$ cat config.mk
export PLATFORM = sky130hd
export DESIGN_NAME = disk_target_seq
export DESIGN_NICKNAME = d
export VERILOG_FILES = /design/src/rtl/disk_seq_pkg.sv /design/src/rtl/disk_cmd_capture.sv /design/src/rtl/disk_cmd_decode.sv /design/src/rtl/disk_target_seq.sv
export SDC_FILE = /design/constraint.sdc
export NUM_CORES = 1
export LEC_CHECK = 0
export BUFFER_PORTS_ARGS = -buffer_cell sky130_fd_sc_hd__buf_2
export CAP_MARGIN = 20
export CELL_PAD_IN_SITES_DETAIL_PLACEMENT = 1
export CELL_PAD_IN_SITES_GLOBAL_PLACEMENT = 2
export CORE_MARGIN = 4
export CORE_UTILIZATION = 30
export DETAILED_ROUTE_END_ITERATION = 16
export GPL_TIMING_DRIVEN = 0
export PLACE_DENSITY = 0.78
export SETUP_SLACK_MARGIN = 0.05
export SYNTH_ARGS = -nofsm -noshare
export SYNTH_HDL_FRONTEND = slang
export SYNTH_SLANG_ARGS = --single-unit
$ cat constraint.sdc
create_clock -name clk -period 3.8 [get_ports clk]
set_clock_uncertainty 0.15 [all_clocks]
set_input_delay 0 -clock clk [delete_from_list [all_inputs] [get_ports clk]]
set_output_delay 0 -clock clk [all_outputs]
set_load 0.01 [all_outputs]
$ cat src/rtl/disk_seq_pkg.sv
package disk_seq_pkg;

    typedef enum logic [3:0] {
        ST_FREE,
        ST_ARB,
        ST_SEL,
        ST_MSGO,
        ST_CMD,
        ST_DIN,
        ST_DOUT,
        ST_STAT,
        ST_MSGI
    } seq_state_t;

    localparam logic [7:0] OP_UNIT_READY = 8'h00;
    localparam logic [7:0] OP_SENSE      = 8'h03;
    localparam logic [7:0] OP_READ_SHORT = 8'h08;
    localparam logic [7:0] OP_IDENTIFY   = 8'h12;
    localparam logic [7:0] OP_MODE_SET   = 8'h15;
    localparam logic [7:0] OP_MODE_GET   = 8'h1A;
    localparam logic [7:0] OP_CAPACITY   = 8'h25;
    localparam logic [7:0] OP_READ_LONG  = 8'h28;

    // Only the command bytes the decoder reads are kept.
    typedef struct packed {
        logic [7:0] op;
        logic [7:0] b2;
        logic [7:0] b3;
        logic [7:0] b4;
        logic [7:0] b5;
        logic [7:0] b7;
        logic [7:0] b8;
    } cmd_fields_t;

endpackage

$ cat src/rtl/disk_cmd_capture.sv
module disk_cmd_capture
    import disk_seq_pkg::*;
#(
    parameter int MAX_BYTES = 10,
    localparam int CNT_W = $clog2(MAX_BYTES + 1)
) (
    input  logic             clk,
    input  logic             rst_n,
    input  logic             clear,
    input  logic             push,
    input  logic [7:0]       din,
    output logic [CNT_W-1:0] count,
    output cmd_fields_t      fields
);

    always_ff @(posedge clk or negedge rst_n) begin
        if (!rst_n) begin
            count  <= '0;
            fields <= '0;
        end else if (clear) begin
            count <= '0;
        end else if (push && count != CNT_W'(MAX_BYTES)) begin
            count <= count + CNT_W'(1);
            case (count)
                CNT_W'(0): fields.op <= din;
                CNT_W'(2): fields.b2 <= din;
                CNT_W'(3): fields.b3 <= din;
                CNT_W'(4): fields.b4 <= din;
                CNT_W'(5): fields.b5 <= din;
                CNT_W'(7): fields.b7 <= din;
                CNT_W'(8): fields.b8 <= din;
                default: ;
            endcase
        end
    end

endmodule

$ cat src/rtl/disk_cmd_decode.sv
module disk_cmd_decode
    import disk_seq_pkg::*;
#(
    parameter int CNT_W     = 4,
    parameter int LEN_W     = 25,
    parameter int BLK_SHIFT = 9
) (
    input  cmd_fields_t      f,
    input  logic [CNT_W-1:0] cnt,
    output logic             match,
    output logic             to_status,
    output logic             dir_in,
    output logic             unsupported,
    output logic [LEN_W-1:0] len,
    output logic [31:0]      lba
);

    logic six, ten, stat_only;

    assign six = (cnt == CNT_W'(6));
    assign ten = (cnt == CNT_W'(10));

    always_comb begin
        match     = 1'b0;
        stat_only = 1'b0;
        dir_in    = 1'b1;
        len       = '0;
        lba       = '0;
        case (f.op)
            OP_UNIT_READY: if (six) begin
                match     = 1'b1;
                stat_only = 1'b1;
            end
            OP_SENSE, OP_IDENTIFY, OP_MODE_GET: if (six) begin
                match = 1'b1;
                len   = LEN_W'(f.b4);
            end
            OP_READ_SHORT: if (six) begin
                match = 1'b1;
                len   = LEN_W'(f.b4) << BLK_SHIFT;
            end
            OP_MODE_SET: if (six) begin
                match  = 1'b1;
                dir_in = 1'b0;
                len    = LEN_W'(f.b4);
            end
            OP_CAPACITY: if (ten) begin
                match = 1'b1;
                len   = LEN_W'(8);
            end
            OP_READ_LONG: if (ten) begin
                match = 1'b1;
                len   = LEN_W'({f.b7, f.b8}) << BLK_SHIFT;
                lba   = {f.b2, f.b3, f.b4, f.b5};
            end
            default: ;
        endcase
    end

    assign to_status   = match && (stat_only || len == '0);
    assign unsupported = !match &&
                         ((six && f.op[7:5] == 3'd0) ||
                          (ten && (f.op[7:5] == 3'd1 || f.op[7:5] == 3'd2)));

endmodule

$ cat src/rtl/disk_target_seq.sv
module disk_target_seq
    import disk_seq_pkg::*;
#(
    parameter int CMD_MAX   = 10,
    parameter int LEN_W     = 25,
    parameter int TGT_ID    = 6,
    parameter int BLK_SHIFT = 9
) (
    input  logic             clk,
    input  logic             rst_n,
    input  logic             bus_rst,
    input  logic             ini_sel,
    input  logic             ini_bsy,
    input  logic             ini_atn,
    input  logic             ini_ack,
    input  logic             data_drive,
    input  logic [7:0]       ini_data,
    input  logic             dma_en,
    input  logic             dack,
    input  logic [7:0]       src_data,
    output logic             tgt_bsy,
    output logic             tgt_req,
    output logic             ph_msg,
    output logic             ph_cd,
    output logic             ph_io,
    output logic [7:0]       tgt_data,
    output logic             drq,
    output logic [LEN_W-1:0] src_idx,
    output logic [31:0]      xfer_lba,
    output logic             cmd_unsupported
);

    localparam int CNT_W = $clog2(CMD_MAX + 1);

    seq_state_t       st_q, st_n;
    logic             req_q, req_n, drq_q, drq_n, bsy_q, bsy_n;
    logic [7:0]       dout_q, dout_n;
    logic [LEN_W-1:0] rem_q, rem_n, idx_q, idx_n;
    logic [31:0]      lba_q, lba_n;

    logic             cap_clear, cap_push;
    logic [CNT_W-1:0] cmd_cnt;
    cmd_fields_t      fields;
    logic             dec_match, dec_stat, dec_in, dec_bad;
    logic [LEN_W-1:0] dec_len;
    logic [31:0]      dec_lba;

    disk_cmd_capture #(.MAX_BYTES(CMD_MAX)) u_cap (
        .clk    (clk),
        .rst_n  (rst_n),
        .clear  (cap_clear),
        .push   (cap_push),
        .din    (ini_data),
        .count  (cmd_cnt),
        .fields (fields)
    );

    disk_cmd_decode #(.CNT_W(CNT_W), .LEN_W(LEN_W), .BLK_SHIFT(BLK_SHIFT)) u_dec (
        .f           (fields),
        .cnt         (cmd_cnt),
        .match       (dec_match),
        .to_status   (dec_stat),
        .dir_in      (dec_in),
        .unsupported (dec_bad),
        .len         (dec_len),
        .lba         (dec_lba)
    );

    // Next-state and next-output logic
    always_comb begin
        st_n      = st_q;
        req_n     = req_q;
        drq_n     = drq_q;
        bsy_n     = bsy_q;
        dout_n    = dout_q;
        rem_n     = rem_q;
        idx_n     = idx_q;
        lba_n     = lba_q;
        cap_clear = 1'b0;
        cap_push  = 1'b0;
        if (bus_rst) begin
            st_n  = ST_FREE;
            bsy_n = 1'b0;
            req_n = 1'b0;
            drq_n = 1'b0;
        end else begin
            unique case (st_q)
                ST_FREE: if (ini_sel) st_n = ST_ARB;
                ST_ARB: begin
                    if (!ini_bsy && ini_sel && data_drive && ini_data[TGT_ID]) begin
                        st_n  = ST_SEL;
                        bsy_n = 1'b1;
                    end else if (!ini_bsy && !ini_sel) begin
                        st_n = ST_FREE;
                    end
                end
                ST_SEL: begin
                    cap_clear = 1'b1;
                    if (ini_atn) begin
                        st_n  = ST_MSGO;
                        req_n = 1'b1;
                    end else begin
                        st_n = ST_CMD;
                    end
                end
                ST_MSGO: if (req_q && ini_ack) begin
                    req_n     = 1'b0;
                    cap_clear = 1'b1;
                    st_n      = ST_CMD;
                end
                ST_CMD: begin
                    if (!ini_ack) req_n = 1'b1;
                    else if (req_q && !dec_match) begin
                        cap_push = 1'b1;
                        req_n    = 1'b0;
                    end
                    if (dec_match) begin
                        req_n = 1'b0;
                        drq_n = 1'b0;
                        rem_n = dec_len;
                        idx_n = '0;
                        lba_n = dec_lba;
                        st_n  = dec_stat ? ST_STAT : (dec_in ? ST_DIN : ST_DOUT);
                    end
                end
                ST_DIN, ST_DOUT: begin
                    if (!ini_ack) req_n = 1'b1;
                    if (!dma_en) begin
                        drq_n = 1'b0;
                    end else if (!dack) begin
                        drq_n = 1'b1;
                        if (st_q == ST_DIN) dout_n = src_data;
                    end else if (drq_q) begin
                        drq_n = 1'b0;
                        rem_n = rem_q - LEN_W'(1);
                        idx_n = idx_q + LEN_W'(1);
                        if (rem_q == LEN_W'(1)) begin
                            req_n = 1'b0;
                            st_n  = ST_STAT;
                        end
                    end
                end
                ST_STAT, ST_MSGI: begin
                    dout_n = 8'h00;
                    if (!ini_ack) req_n = 1'b1;
                    else if (req_q) begin
                        req_n = 1'b0;
                        if (st_q == ST_STAT) begin
                            st_n = ST_MSGI;
                        end else begin
                            st_n  = ST_FREE;
                            bsy_n = 1'b0;
                        end
                    end
                end
                default: st_n = ST_FREE;
            endcase
        end
    end

    // State register
    always_ff @(posedge clk or negedge rst_n) begin
        if (!rst_n) begin
            st_q   <= ST_FREE;
            req_q  <= 1'b0;
            drq_q  <= 1'b0;
            bsy_q  <= 1'b0;
            dout_q <= '0;
            rem_q  <= '0;
            idx_q  <= '0;
            lba_q  <= '0;
        end else begin
            st_q   <= st_n;
            req_q  <= req_n;
            drq_q  <= drq_n;
            bsy_q  <= bsy_n;
            dout_q <= dout_n;
            rem_q  <= rem_n;
            idx_q  <= idx_n;
            lba_q  <= lba_n;
        end
    end

    // Outputs
    always_comb begin
        {ph_msg, ph_cd, ph_io} = 3'b000;
        unique case (st_q)
            ST_MSGO: {ph_msg, ph_cd, ph_io} = 3'b110;
            ST_CMD:  {ph_msg, ph_cd, ph_io} = 3'b010;
            ST_DIN:  {ph_msg, ph_cd, ph_io} = 3'b001;
            ST_STAT: {ph_msg, ph_cd, ph_io} = 3'b011;
            ST_MSGI: {ph_msg, ph_cd, ph_io} = 3'b111;
            default: {ph_msg, ph_cd, ph_io} = 3'b000;
        endcase
    end

    assign tgt_bsy         = bsy_q;
    assign tgt_req         = req_q;
    assign drq             = drq_q;
    assign tgt_data        = dout_q;
    assign src_idx         = idx_q;
    assign xfer_lba        = lba_q;
    assign cmd_unsupported = (st_q == ST_CMD) && dec_bad;

endmodule

==> results of run 1 <==
[critical path: cells and delay by family, from the launching register on]
kind                   cells  cell delay (ns)
AO/OA/AOI/OAI              3             1.33
buffers and inverters      1             0.18
flip-flops                 1             0.37
multiplexers               1             0.38
AND/OR/NAND/NOR            2             0.96
[through the flow]
stage / setup slack (ns) / setup TNS [ns] / std cells
after detailed placement: 0.2993 / 0 / 1275
final: 0.3233 / 0 / 1332
after global routing: 0.07087 / 0 / 1332
after CTS: 0.1990 / 0 / 1331
after floorplan: 0.9277 / 0 / 836
after global placement: -0.1194 / -14.38 / 1273
[registers in the layout, summed over array words and instances (netlist names)]
signal and flops:
rem_q 25, tgt_req 1, src_idx 25, xfer_lba 32, tgt_bsy 1, u_cap.count 4
st_q 4, drq 1, tgt_data 8, u_cap.fields 56
[metal layers]
metal | wire length (µm) | GRT usage | up-vias
met5 | 0 | 0 | -
met4 | 312 | 0.04523 | 0
met3 | 768 | 0.02689 | 21
met2 | 12760 | 0.2935 | 97
met1 | 11690 | 0.2319 | 3584
li1 | - | - | 3325
[how the worst max path moves through the flow]
stage                    from                to  slack (ns)
6_report            rem_q[12]           st_q[2]        0.32
2_1_floorplan  u_cap.count[0]  u_cap.fields[32]        0.93
3_3_place_gp            rst_n  u_cap.fields[41]       -0.12
5_1_grt             rem_q[12]           st_q[2]        0.07
4_1_cts        u_cap.count[0]       xfer_lba[3]        0.20
3_5_place_dp   u_cap.count[0]      xfer_lba[15]        0.30
[cells by family (layout without fill, tap and decap cells)]
family / after synthesis / after routing / share of synthesized area
fa+ha+maj: 7 / 7 / 0.01076
flops: 157 / 157 / 0.4828
mux: 62 / 62 / 0.09978
xor+xnor: 6 / 6 / 0.006458
compound gates: 229 / 229 / 0.1725
buf+inv: 68 / 223 / 0.03798
simple gates: 307 / 307 / 0.1897
[layout make-up]
type / count / share of cell area
inverters: 21 / 0.007883
well taps: 341 / 0.04267
clock buffers: 17 / 0.04254
repair buffers: 123 / 0.07845
multi-input cells: 611 / 0.3908
clock inverters: 15 / 0.02177
flip-flops and latches: 157 / 0.3929
plain buffers: 47 / 0.02302
[power breakdown]
group | internal, mW | switching, mW
combinational | 0.0531 | 0.0960
sequential | 1.68 | 0.00606
clock | 0.966 | 0.872
total | 2.69 | 0.974
[synth_stat cells, types with 6 or more instances]
| cell | instances |
|---|---|
| sky130_fd_sc_hd__o22a_1 | 8 |
| sky130_fd_sc_hd__nor2b_1 | 7 |
| sky130_fd_sc_hd__nand3_1 | 26 |
| sky130_fd_sc_hd__a21oi_1 | 42 |
| sky130_fd_sc_hd__and2_1 | 9 |
| sky130_fd_sc_hd__a221oi_1 | 9 |
| sky130_fd_sc_hd__nor3_1 | 14 |
| sky130_fd_sc_hd__inv_1 | 21 |
| sky130_fd_sc_hd__buf_2 | 7 |
| sky130_fd_sc_hd__buf_6 | 6 |
| sky130_fd_sc_hd__mux2_4 | 32 |
| sky130_fd_sc_hd__nor2_1 | 61 |
| sky130_fd_sc_hd__clkbuf_1 | 34 |
| sky130_fd_sc_hd__nand2b_1 | 8 |
| sky130_fd_sc_hd__ha_1 | 7 |
| sky130_fd_sc_hd__nor4_1 | 15 |
| sky130_fd_sc_hd__nand2_1 | 114 |
| sky130_fd_sc_hd__mux2_1 | 6 |
| sky130_fd_sc_hd__nand4_1 | 9 |
| sky130_fd_sc_hd__dfrtp_1 | 157 |
| sky130_fd_sc_hd__o21ai_0 | 99 |
| sky130_fd_sc_hd__and3_1 | 16 |
| sky130_fd_sc_hd__mux2_2 | 19 |
| sky130_fd_sc_hd__a31oi_1 | 23 |
[repair_timing]
action,CTS,global route
endpoints found under the setup margin,0,2
resized for setup,0,1
hold endpoints to repair,225,0
hold buffers,24,0
==> run summary, run 1 <==
The worst hold path terminates at st_q[0]. The final-report setup violation count came out at 0. The highest attainable clock frequency is 287.6 MHz. Entering global routing, the biggest net connects 101 pins. Sorting the synthesized cells by area gives the leading types as sky130_fd_sc_hd__dfrtp_1 (48%), sky130_fd_sc_hd__o21ai_0 (6.1%), sky130_fd_sc_hd__mux2_4 (5.9%). The area added between synthesis and finish came out at 22.88%. Setup repair after global routing left no endpoint under its margin. Measured in cells, the most critical reg-to-reg path has a length of 7. The portion of the clock cycle consumed by the worst path in the final layout came out at 0.9149. Clock-pin slew was measured on the worst setup and hold paths at 0.08 ns. Pin placement for this block handled 98 I/O pins. The ratio of total power to cell area came out at 366.9 nW/µm². The library cells used most frequently in the layout, excluding fill and tap cells, are sky130_fd_sc_hd__dfrtp_1 (157), sky130_fd_sc_hd__nand2_1 (114), sky130_fd_sc_hd__buf_2 (102). The tightest min-delay check is of the in2reg type. The residual antenna-violating net count after detailed routing came out at 0. Yosys mapped a number of flops with a built-in enable equal to 0.

The wire length reported by the detailed router came out at 25.53 mm. The final instance area is 10000 µm². The placer's final routability congestion estimate came out at 0.7828. The total CTS buffers came out at 17. Detailed placement finished with a half-perimeter wire length of 17.66 mm. TritonCTS built the clock tree.

The standard cell core area came out at 26,800 µm². The critical path arrival came out at 3.66 ns. The worst relative slew slack is 0.4161. After clock tree synthesis, the setup repair step added 0 buffers. Synthesis produced a netlist with a net count of 869.

The count of nets after finishing came out at 1,011. The startpoint identified for the worst register-to-register timing path is rem_q[12]. Once layout is complete, the utilization of the core stands at 0.3731. The post-detailed-placement cell area came out at 9086 µm². The final number of hold-violating endpoints came out at 0. STA classifies the critical path endpoint as a flop. The detailed-route vias per instance is 5.276. The startpoint class of the critical path is a flop. The endpoint identified for the worst register-to-register timing path is st_q[2]. The minimum setup slack among reg-to-reg paths is 0.32 ns. The critical hold path startpoint is ini_atn. The library cell used most frequently in the layout, excluding fill and tap cells, is sky130_fd_sc_hd__dfrtp_1.

The largest individual stage delay along the critical path comes from the cell sky130_fd_sc_hd__o31ai_1. The first global-routing pass estimated 41.87 mm of wire. The data required time at the worst endpoint is 3.98 ns.

The floorplan step set the die width to 172.7 µm. The sequential cells in the finished layout cover a total of 3929 µm². The hold path depth is 6. The effective utilization at floorplan is 0.3036. The fraction of registers with async set/reset came out at 1.000. The flow ran to the end, and the final reports show no timing, DRC or antenna violations.

Across the VDD grid, the largest voltage drop is 0.2041 mV. The final total power is 3.669 mW. The max capacitance violation total came out at 0. Of the post-synthesis cell area, the dominant cell type holds 0.4828. The clock latency reported for the late side of the worst-skew pair is 0.44 ns. Final hold analysis gives a worst-case slack of 0.06865 ns. By startpoint and endpoint, the worst setup path is classified as reg2reg. The max-slew violation count was 0. The sum of overflow across all layers after global routing is 0. The number of storage elements in the synthesis netlist came out at 157. The number of inserted filler cells in the final layout came out at 3,068.

The post-route minimum period came out at 3.477 ns. The total vias in the final route came out at 7,027. Of the cells placed in the final design, the portion with a size suffix greater than 1 is 0.2109. The number of antenna cells inserted is 0.

The die span in y is 172.7 µm. The via count of the first global-routing pass is 7,290. The combined global-route utilization of all metal layers is 0.1728. The cell count after synthesis is 836. The master cell of the clock root buffer is sky130_fd_sc_hd__clkbuf_16.

For this run, the register share of the synthesized area comes to 0.4828. The detailed router finished its first iteration with 441 violations. The signal on the critical path passes through clkbuf_1, nor4_1, nand3_1, o31ai_1, o21ai_1, a211oi_4, mux2_2.

Row generation in the floorplan step produced 60 rows. The per-cell routed wire length is 19.17 µm. During placement, the flow inserted port buffers numbering 96. The maximum fanout along the worst path is 8. The first detailed-routing pass took 4 iterations. In the synthesized netlist the dominant register cell turns out to be sky130_fd_sc_hd__dfrtp_1.

The area of the mapped netlist came out at 8138 µm². The average instance in the mapped netlist occupies 9.734 µm². The area occupied by multi-input gates is 3908 µm². The number of buffers on the longest clock path is 2. The worst-margin pin slew came out at 0.8686 ns. The count of synthesis-stage warnings from yosys is 0.

For this design the static power due to leakage is 4.618 nW. The number of H-tree levels is 4. The post-synthesis cell type with the largest combined area is sky130_fd_sc_hd__dfrtp_1.

The number of distinct library cell variants in the gate-level netlist after synthesis is 69. The area of the die came out at 29,830 µm². Clock tree synthesis found a total of 157 sinks. The number of antenna violations at the first check in global routing was 0. In the routed design, unresolved DRC markers number 0. The worst stage delay on the critical path came out at 0.67 ns.
No activity file was read; power rests on OpenSTA's default activity.
==> run 2, diff against run 1 <==
--- a/config.mk
+++ b/config.mk
@@ -5,6 +5,7 @@
 export SDC_FILE = /design/constraint.sdc
 export NUM_CORES = 1
 export LEC_CHECK = 0
+export ABC_AREA = 1
 export BUFFER_PORTS_ARGS = -buffer_cell sky130_fd_sc_hd__buf_2
 export CAP_MARGIN = 20
 export CELL_PAD_IN_SITES_DETAIL_PLACEMENT = 1
@@ -13,8 +14,8 @@
 export CORE_UTILIZATION = 30
 export DETAILED_ROUTE_END_ITERATION = 16
 export GPL_TIMING_DRIVEN = 0
-export PLACE_DENSITY = 0.78
-export SETUP_SLACK_MARGIN = 0.05
+export PLACE_DENSITY = 0.82
+export SETUP_SLACK_MARGIN = 0.1
 export SYNTH_ARGS = -nofsm -noshare
 export SYNTH_HDL_FRONTEND = slang
 export SYNTH_SLANG_ARGS = --single-unit
==> run 2 against run 1 <==
Critical path depth grew 6. Routed wire length grew 9.3%. Largest power group is now registers. Register-to-register slack gained 0.39 ns. Global-route usage grew 1.4 points.
==> run summary, run 2 <==
On the critical path the largest part of the delay comes from simple AND/OR/NAND/NOR gates. The synthesized design contains 0 enable-type register cells. Row generation in the floorplan step produced 61 rows. The fraction of the yosys area taken by sequential cells is 0.4622. In this run the tool buffered the top-level ports with 96 buffer cells. The total vias in the final route is 7,969. The startpoint identified for the worst register-to-register timing path is st_q[2]. The residual antenna-violating net count after detailed routing came out at 0.

The max capacitance violation total came out at 0. The floorplan step defined a die boundary enclosing 31,090 µm². The sum of overflow across all layers after global routing is 0.

IR analysis of the VDD net gives a maximum drop of 0.2871 mV. The wire length reported by the detailed router is 27.90 mm. The final hold slack is 0.02901 ns. The utilization after layout is 0.3732. The register area came out at 3929 µm². The count of synthesis-stage warnings from yosys came out at 0. The maximum fanout along the worst path is 7. The capturing element type of the critical path is a flop.

The number of antenna violations at the first check in global routing was 0. The critical hold path startpoint is dack. The slowest stage of the critical path is the sky130_fd_sc_hd__dlygate4sd3_1 cell. The die span in y came out at 176.3 µm.

The critical path arrival is 3.28 ns. STA classifies the critical path startpoint as a flop. For this run, the total global-route usage over all layers was measured as 0.1866. In this run the critical register-to-register path is captured at tgt_data[5]. The critical path is of the reg2reg type. Relative to the synthesized area, the layout overhead comes to 22.33%. The worst hold path terminates at tgt_data[3]. The count of cells along the worst register-to-register path is 13.

In this run, the number of DRC markers left after iteration 0 of detailed routing was 382. For this configuration, the core starts out at a cell density of 0.3051. For this design the static power due to leakage is 4.828 nW. The fraction of registers with async set/reset is 1.000. Setup violations remaining at the end of the flow were counted as 0. The number of storage elements in the synthesis netlist is 157. The number of nets in the synthesized netlist is 1,120. Setup repair after global routing left no endpoint under its margin. In the post-synthesis netlist, the cell with the most instances is sky130_fd_sc_hd__nand2_1. In this run the horizontal extent of the chip is 176.3 µm.

For this design the ratio of total power to cell area is 413.5 nW/µm². The total DRC errors in the routed layout came out at 0. Detailed placement ended at an HPWL of 20.27 mm. sky130_fd_sc_hd__dfrtp_1 takes more of the synthesized area than any other cell.

The library cells used most frequently in the layout, excluding fill and tap cells, are sky130_fd_sc_hd__nand2_1 (298), sky130_fd_sc_hd__dfrtp_1 (157), sky130_fd_sc_hd__buf_2 (107). Entering global routing, the biggest net connects 94 pins. TritonCTS built the clock tree. The number of antenna cells inserted came out at 0. The via count of the first global-routing pass was 8,441. The minimum setup slack among reg-to-reg paths came out at 0.71 ns. Counting flops per register, the top entry is u_cap.fields. The per-cell routed wire length is 17.17 µm.

The worst-margin pin slew is 0.7277 ns. The commonest non-fill, non-tap cell in the layout is sky130_fd_sc_hd__nand2_1. The hold path depth is 6. By count the netlist is led by sky130_fd_sc_hd__nand2_1 (298), sky130_fd_sc_hd__dfrtp_1 (157), sky130_fd_sc_hd__nor2_1 (100).

In the post-synthesis netlist, the biggest area contributors are sky130_fd_sc_hd__dfrtp_1 (46%), sky130_fd_sc_hd__nand2_1 (13%), sky130_fd_sc_hd__o21ai_0 (5.6%). Counting every sink on the clock net gives 157. The master cell of the clock root buffer is sky130_fd_sc_hd__clkbuf_16. The number of buffer and inverter stages on the critical path is 5. In the synthesized netlist the dominant register cell turns out to be sky130_fd_sc_hd__dfrtp_1. The region available for standard cell placement spans 27,860 µm². Static timing analysis puts the maximum clock frequency at 323.5 MHz. The data required time at the worst endpoint came out at 3.99 ns. The cell count after synthesis is 1,087. The first-pass GRT wire length is 46.28 mm. The number of top-level pins came out at 98. The detailed-route vias per instance came out at 4.904. The share of synthesized area in the top cell type comes to 0.4622. In the final layout, the share of cells above drive strength 1 is 0.1556. At the end of routability-driven placement, the weighted congestion stood at 0.8528. The number of buffers on the longest clock path is 2. The clock period could shrink to 3.091 ns. The clock tree synthesis step divided the H-tree into 4 levels. The count of nets after finishing came out at 1,267.

The total CTS buffers came out at 17. At the later pin of the worst-skew pair, clock insertion delay measures 0.44 ns. The flip-flop count of the largest register, all copies and words added is 56. The critical path goes through inv_1, nor2_1, inv_2, nor2_1, inv_1, nand2_1, inv_1, nand2_1, nand2_1, nor3_2, nand3_1, dlygate4sd3_1, o21ai_0. The max-slew violation count came out at 0. Measured against its own limit, the worst slew margin works out to 0.5122.

The worst stage delay on the critical path came out at 0.60 ns. The clock-pin slew reported for the worst setup and hold paths after clock tree synthesis came out at 0.07 ns. The number of distinct library cell variants in the gate-level netlist after synthesis came out at 44. Before antenna repair, the detailed router went through 4 iterations. The final number of hold-violating endpoints is 0.

The number of inserted filler cells in the final layout is 3,435. Each instance of the synthesized netlist takes up on average 7.819 µm². The area of the mapped netlist came out at 8499 µm². The class of the most critical hold timing path is in2reg. Dividing the final minimum period by the clock period gives 0.8135. The flow ran to the end, and the final reports show no timing, DRC or antenna violations. The area occupied by multi-input gates came out at 3928 µm².
## run 2: per-stage QoR
step,cells,total power [mW],setup TNS [ns],instance area [µm²],setup WS (ns)
after floorplan,1087,2.338,0,8499,1.506
after global placement,1561,2.581,-0.3480,9453,-0.01142
after detailed placement,1562,2.606,0,9490,0.7637
after CTS,1625,4.345,0,10400,0.7229
after global routing,1625,4.543,0,10400,0.4528
final,1625,4.299,0,10400,0.7086
## run 2: tightest hold or removal path: stages
cell and delay (ns):
sky130_fd_sc_hd__buf_2 0.09, sky130_fd_sc_hd__inv_1 0.05, sky130_fd_sc_hd__nor2_1 0.12, sky130_fd_sc_hd__nor3_2 0.13, sky130_fd_sc_hd__nand3_1 0.09, sky130_fd_sc_hd__o21ai_0 0.08
## run 2: what timing repair did
action / CTS / global route
resized for setup: 0 / 0
setup buffers: 0 / 0
setup endpoints to repair: 0 / 0
hold endpoints to repair: 230 / 0
hold buffers: 31 / 0
## run 2: cell type report
type                            count  area share
Clock buffer                       18     0.04128
Multi-Input combinational cell    784      0.3777
Sequential cell                   157      0.3779
Tap cell                          378     0.04549
Timing Repair Buffer              128     0.08135
Inverter                          105     0.03791
Clock inverter                     14     0.01444
Buffer                             41     0.02395
## run 2: layer usage
layer | GRT usage | vias up | wire length [µm]
met5 | 0 | - | 0
met4 | 0.04256 | 0 | 256
met1 | 0.2641 | 3968 | 13570
met2 | 0.3036 | 125 | 13210
met3 | 0.02762 | 17 | 860
li1 | - | 3859 | -
## run 2: kinds of logic after synthesis
family / after synthesis / synth area share
AO/OA/AOI/OAI: 208 / 0.1394
flip-flops: 157 / 0.4622
buffers and inverters: 146 / 0.07567
XOR/XNOR: 40 / 0.04122
multiplexers: 1 / 0.001178
adder cells (fa/ha/maj): 7 / 0.01030
AND/OR/NAND/NOR: 528 / 0.2700
## run 2: worst max-delay path by stage
stage / depth (start not counted) / slack, ns / endpoint / startpoint
after global placement: 1 / -0.01 / src_idx[8] / rst_n
final: 13 / 0.71 / tgt_data[5] / st_q[2]
after global routing: 12 / 0.45 / rem_q[1] / u_cap.count[0]
after floorplan: 14 / 1.51 / u_cap.fields[37] / u_cap.count[0]
after detailed placement: 12 / 0.76 / rem_q[7] / u_cap.count[0]
after CTS: 12 / 0.72 / rem_q[7] / u_cap.count[0]
## run 2: report_power, final
| part | switching, mW | internal, mW | total, mW |
|---|---|---|---|
| sequential | 0.107 | 1.79 | 1.90 |
| clock | 0.824 | 0.874 | 1.70 |
| combinational | 0.460 | 0.242 | 0.702 |
==> run 3, diff against run 2 <==
--- a/config.mk
+++ b/config.mk
@@ -5,7 +5,7 @@
 export SDC_FILE = /design/constraint.sdc
 export NUM_CORES = 1
 export LEC_CHECK = 0
-export ABC_AREA = 1
+export ABC_AREA = 0
 export BUFFER_PORTS_ARGS = -buffer_cell sky130_fd_sc_hd__buf_2
 export CAP_MARGIN = 20
 export CELL_PAD_IN_SITES_DETAIL_PLACEMENT = 1
@@ -14,7 +14,7 @@
 export CORE_UTILIZATION = 30
 export DETAILED_ROUTE_END_ITERATION = 16
 export GPL_TIMING_DRIVEN = 0
-export PLACE_DENSITY = 0.82
+export PLACE_DENSITY = 0.8
 export SETUP_SLACK_MARGIN = 0.1
 export SYNTH_ARGS = -nofsm -noshare
 export SYNTH_HDL_FRONTEND = slang
==> constraint.sdc (replaced) <==
create_clock -name clk -period 2.7 [get_ports clk]
set_clock_uncertainty 0.15 [all_clocks]
set_input_delay 0 -clock clk [delete_from_list [all_inputs] [get_ports clk]]
set_output_delay 0 -clock clk [all_outputs]
set_load 0.01 [all_outputs]
==> run 3 against run 2 <==
Global-route usage decreased by 0.89 points. Combinational power fell by 69%. Routed wire length fell by 1.1%. Sequential power up 25%. Sequential share of layout area down 1.6 points. Critical path depth decreased by 3. First-iteration DRC count up 11%. Via count down 7.8%. Register-to-register slack worse by 0.76 ns. Clock power up 49%. Hold slack got worse by 0.028 ns. Count of clock-buffer cells in the layout down 1. Largest cell class is now multi-input gates. The flow now finishes with violations (setup timing).
==> run summary, run 3 (synthesized netlist as in run 1, its figures left out) <==
The flow ran to the end, but the final reports show violations. The final reports fail on setup timing. The critical path start-end classification is reg2reg. Clock latency on the worst-skew pair, taken at its later pin, is 0.44 ns. CTS placed an instance of sky130_fd_sc_hd__clkbuf_16 at the clock tree root. Leaving out fill and tap cells, the most frequent cell in the layout is sky130_fd_sc_hd__dfrtp_1.

The total vias in the final route is 7,348. The worst setup path is captured at a flop. The tightest min-delay check is of the in2reg type.

The clock tree synthesis step divided the H-tree into 4 levels. The total CTS buffers is 17. Clock tree synthesis found a total of 157 sinks. The final number of hold-violating endpoints is 0. In this run the horizontal extent of the chip is 172.7 µm. The per-cell routed wire length is 20.15 µm. The worst-margin pin slew came out at 0.7621 ns. The share of total power dissipated in sequential elements is 0.463. After detailed routing, the number of remaining DRC violations is 0. The number of antenna violations at the first check in global routing came out at 0.

The placer's final routability congestion estimate is 0.8471. Compared with the post-synthesis result, the final layout area differs by 33.89%. Counting the fill cells in the layout gives 2,980. 98 I/O pins were placed. The combined global-route utilization of all metal layers is 0.1777. The first-pass GRT wire length came out at 43.08 mm. The via count of the first global-routing pass came to 7,575. The area occupied by multi-input gates is 4382 µm². In this design, the critical path's most frequently occurring cell is sky130_fd_sc_hd__nor3_4. The post-detailed-placement cell area came out at 9094 µm².

Buffers placed on the I/O ports in this run total 96. The initial detailed-routing violation count is 425. The power dissipated by switching net loads is 1.336 mW. The ratio of cells with drive above 1 in the final layout is 0.3356. Based on the critical path, the design can be clocked at up to 363.1 MHz.

The pre-CTS setup slack is -0.6691 ns. For this configuration, the core starts out at a cell density of 0.3036. Once detail routing completed, the nets flagged for antenna violations numbered 0. The ratio of total power to cell area is 469.1 nW/µm². The number of placed instances, taps included, is 1,274. The sum of overflow across all layers after global routing is 0. The register with the most flip-flops in the layout has 56 of them. The detailed-route vias per instance is 5.367. u_cap.fields holds more flip-flops than any other register. The die covers 29,830 µm². The worst setup path is launched from a flop.

Setup repair after global routing could not meet its margin everywhere. The post-layout worst setup margin came out at -0.05371 ns. The combinational group share of total power came out at 0.043. The finished cells cover 10,900 µm².

In the layout the commonest cells are sky130_fd_sc_hd__dfrtp_1 (149), sky130_fd_sc_hd__buf_2 (99), sky130_fd_sc_hd__nand2_1 (92). The sum of net half-perimeters after detailed placement is 17.68 mm. The portion of the clock cycle consumed by the worst path in the final layout came out at 1.020. Cell internal power was estimated by the tool at 3.775 mW. The wire length reported by the detailed router is 27.58 mm. The standard cell core area came out at 26,800 µm². The worst relative slew slack came out at 0.4901. Summing all flip-flop and latch instances after layout gives 3939 µm². At the worst endpoint, the required time is 2.88 ns.

The floorplan step set the die height to 172.7 µm. TritonCTS built the clock tree. The count of nets after finishing is 1,048. The pin count of the biggest net entering global routing came out at 87. The max capacitance violation total is 0. The largest single stage delay on the critical path is 0.64 ns. Counting along the longest clock path gives a buffer depth of 2. The row count is 60. The switching part of the total power came out at 0.2615. The final-report setup violation count is 15.

The smallest clock period supported by the final layout is computed as 2.754 ns. The worst IR drop on VDD is 0.3910 mV. Traced cell by cell, the critical path runs through inv_2, ha_4, or4bb_4, nor3_4, nor3_4, a2111o_2, buf_6, buf_12, nand2_4, o21ai_2. The maximum fanout along the worst path came out at 8. The repair_antennas step left the layout with diodes totalling 0. The clock-pin slew reported for the worst setup and hold paths after clock tree synthesis is 0.08 ns. The total leakage power is 5.038 nW. The first TritonRoute pass finished after 5 iterations. The share of total power dissipated in the clock network is 0.494. The critical path arrival is 2.94 ns. The max-slew violation count came out at 0. The slowest stage of the critical path belongs to the cell sky130_fd_sc_hd__a2111o_2. Leaving out filler cells and counting taps, the final layout contains 1,369.
## run 3: changes by cell type in the layout (fill, tap and decap cells not counted), moves of 19 or more
cell                      change
sky130_fd_sc_hd__a21oi_1     +22
sky130_fd_sc_hd__a31oi_1     +21
sky130_fd_sc_hd__buf_4       +24
sky130_fd_sc_hd__inv_1       -74
sky130_fd_sc_hd__mux2_4      +57
sky130_fd_sc_hd__nand2_1    -206
sky130_fd_sc_hd__nand3_1     -31
sky130_fd_sc_hd__nor2_1      -41
sky130_fd_sc_hd__o21ai_0     -34
sky130_fd_sc_hd__o21ai_1     -19
sky130_fd_sc_hd__o31ai_1     -29
sky130_fd_sc_hd__xor2_1      -30
## run 3: metrics by stage
step / hold WS (ns) / TNS [ns] / power, mW / util
2_1_floorplan: -0.4456 / -0.4062 / 2.474 / -
3_3_place_gp: 0.07680 / -230.10 / 2.591 / 0.3379
3_5_place_dp: -0.08022 / -52.29 / 2.598 / 0.3393
4_1_cts: 0.02133 / -0.04794 / 5.145 / 0.3889
5_1_grt: 0.05383 / -6.114 / 5.282 / 0.4065
6_report: 0.0009487 / -0.3590 / 5.111 / 0.4065
## run 3: layout make-up
type / instances / share of cell area
well taps: 341 / 0.03916
plain buffers: 47 / 0.03078
inverters: 21 / 0.007235
repair buffers: 160 / 0.1025
clock inverters: 15 / 0.01757
flip-flops and latches: 157 / 0.3615
multi-input cells: 611 / 0.4022
clock buffers: 17 / 0.03904
## run 3: what timing repair did
action                                  in CTS  in global routing
setup buffers                               18                 17
gates cloned                                 1                  3
endpoints found under the setup margin     145                149
gates resized for setup                     84                136
endpoints found under the hold margin      186                  0
pin swaps                                    9                 33
hold buffers                                23                  0
## run 3: final timing paths
kind | from | end | slack [ns] | cells past startpoint
max in group asynchronous | rst_n | rem_q[19] | 1.51 | 3
worst min-delay path | dack | drq | 0.0009 | 5
worst min register to register | xfer_lba[15] | xfer_lba[15] | 0.34 | 2
min in group asynchronous | rst_n | u_cap.fields[46] | 0.01 | 2
worst max-delay path | u_cap.count[0] | xfer_lba[4] | -0.05 | 10
worst max register to register | u_cap.count[0] | xfer_lba[4] | -0.05 | 10
## run 3: layer usage
metal | track usage | wire length [µm] | up-vias
met2 | 0.3022 | 13640 | 160
met3 | 0.02645 | 930 | 39
met4 | 0.04789 | 533 | 0
li1 | - | - | 3399
met1 | 0.2384 | 12470 | 3750
met5 | 0 | 0 | -
## run 3: critical path, delay by kind of cell, from the launching register on
kind / cells / cell delay, ns
flip-flops: 1 / 0.40
adder cells (fa/ha/maj): 1 / 0.14
AO/OA/AOI/OAI: 2 / 0.69
buffers and inverters: 3 / 0.42
AND/OR/NAND/NOR: 4 / 0.83
## run 3: power groups by stage
| stage | logic (mW) | clock network [mW] | registers, mW |
|---|---|---|---|
| after global placement | 0.177 | 0 | 2.41 |
| final | 0.217 | 2.53 | 2.37 |
| after floorplan | 0.0586 | 0 | 2.42 |
| after global routing | 0.241 | 2.67 | 2.37 |
| after detailed placement | 0.185 | 0 | 2.41 |
| after CTS | 0.218 | 2.56 | 2.37 |
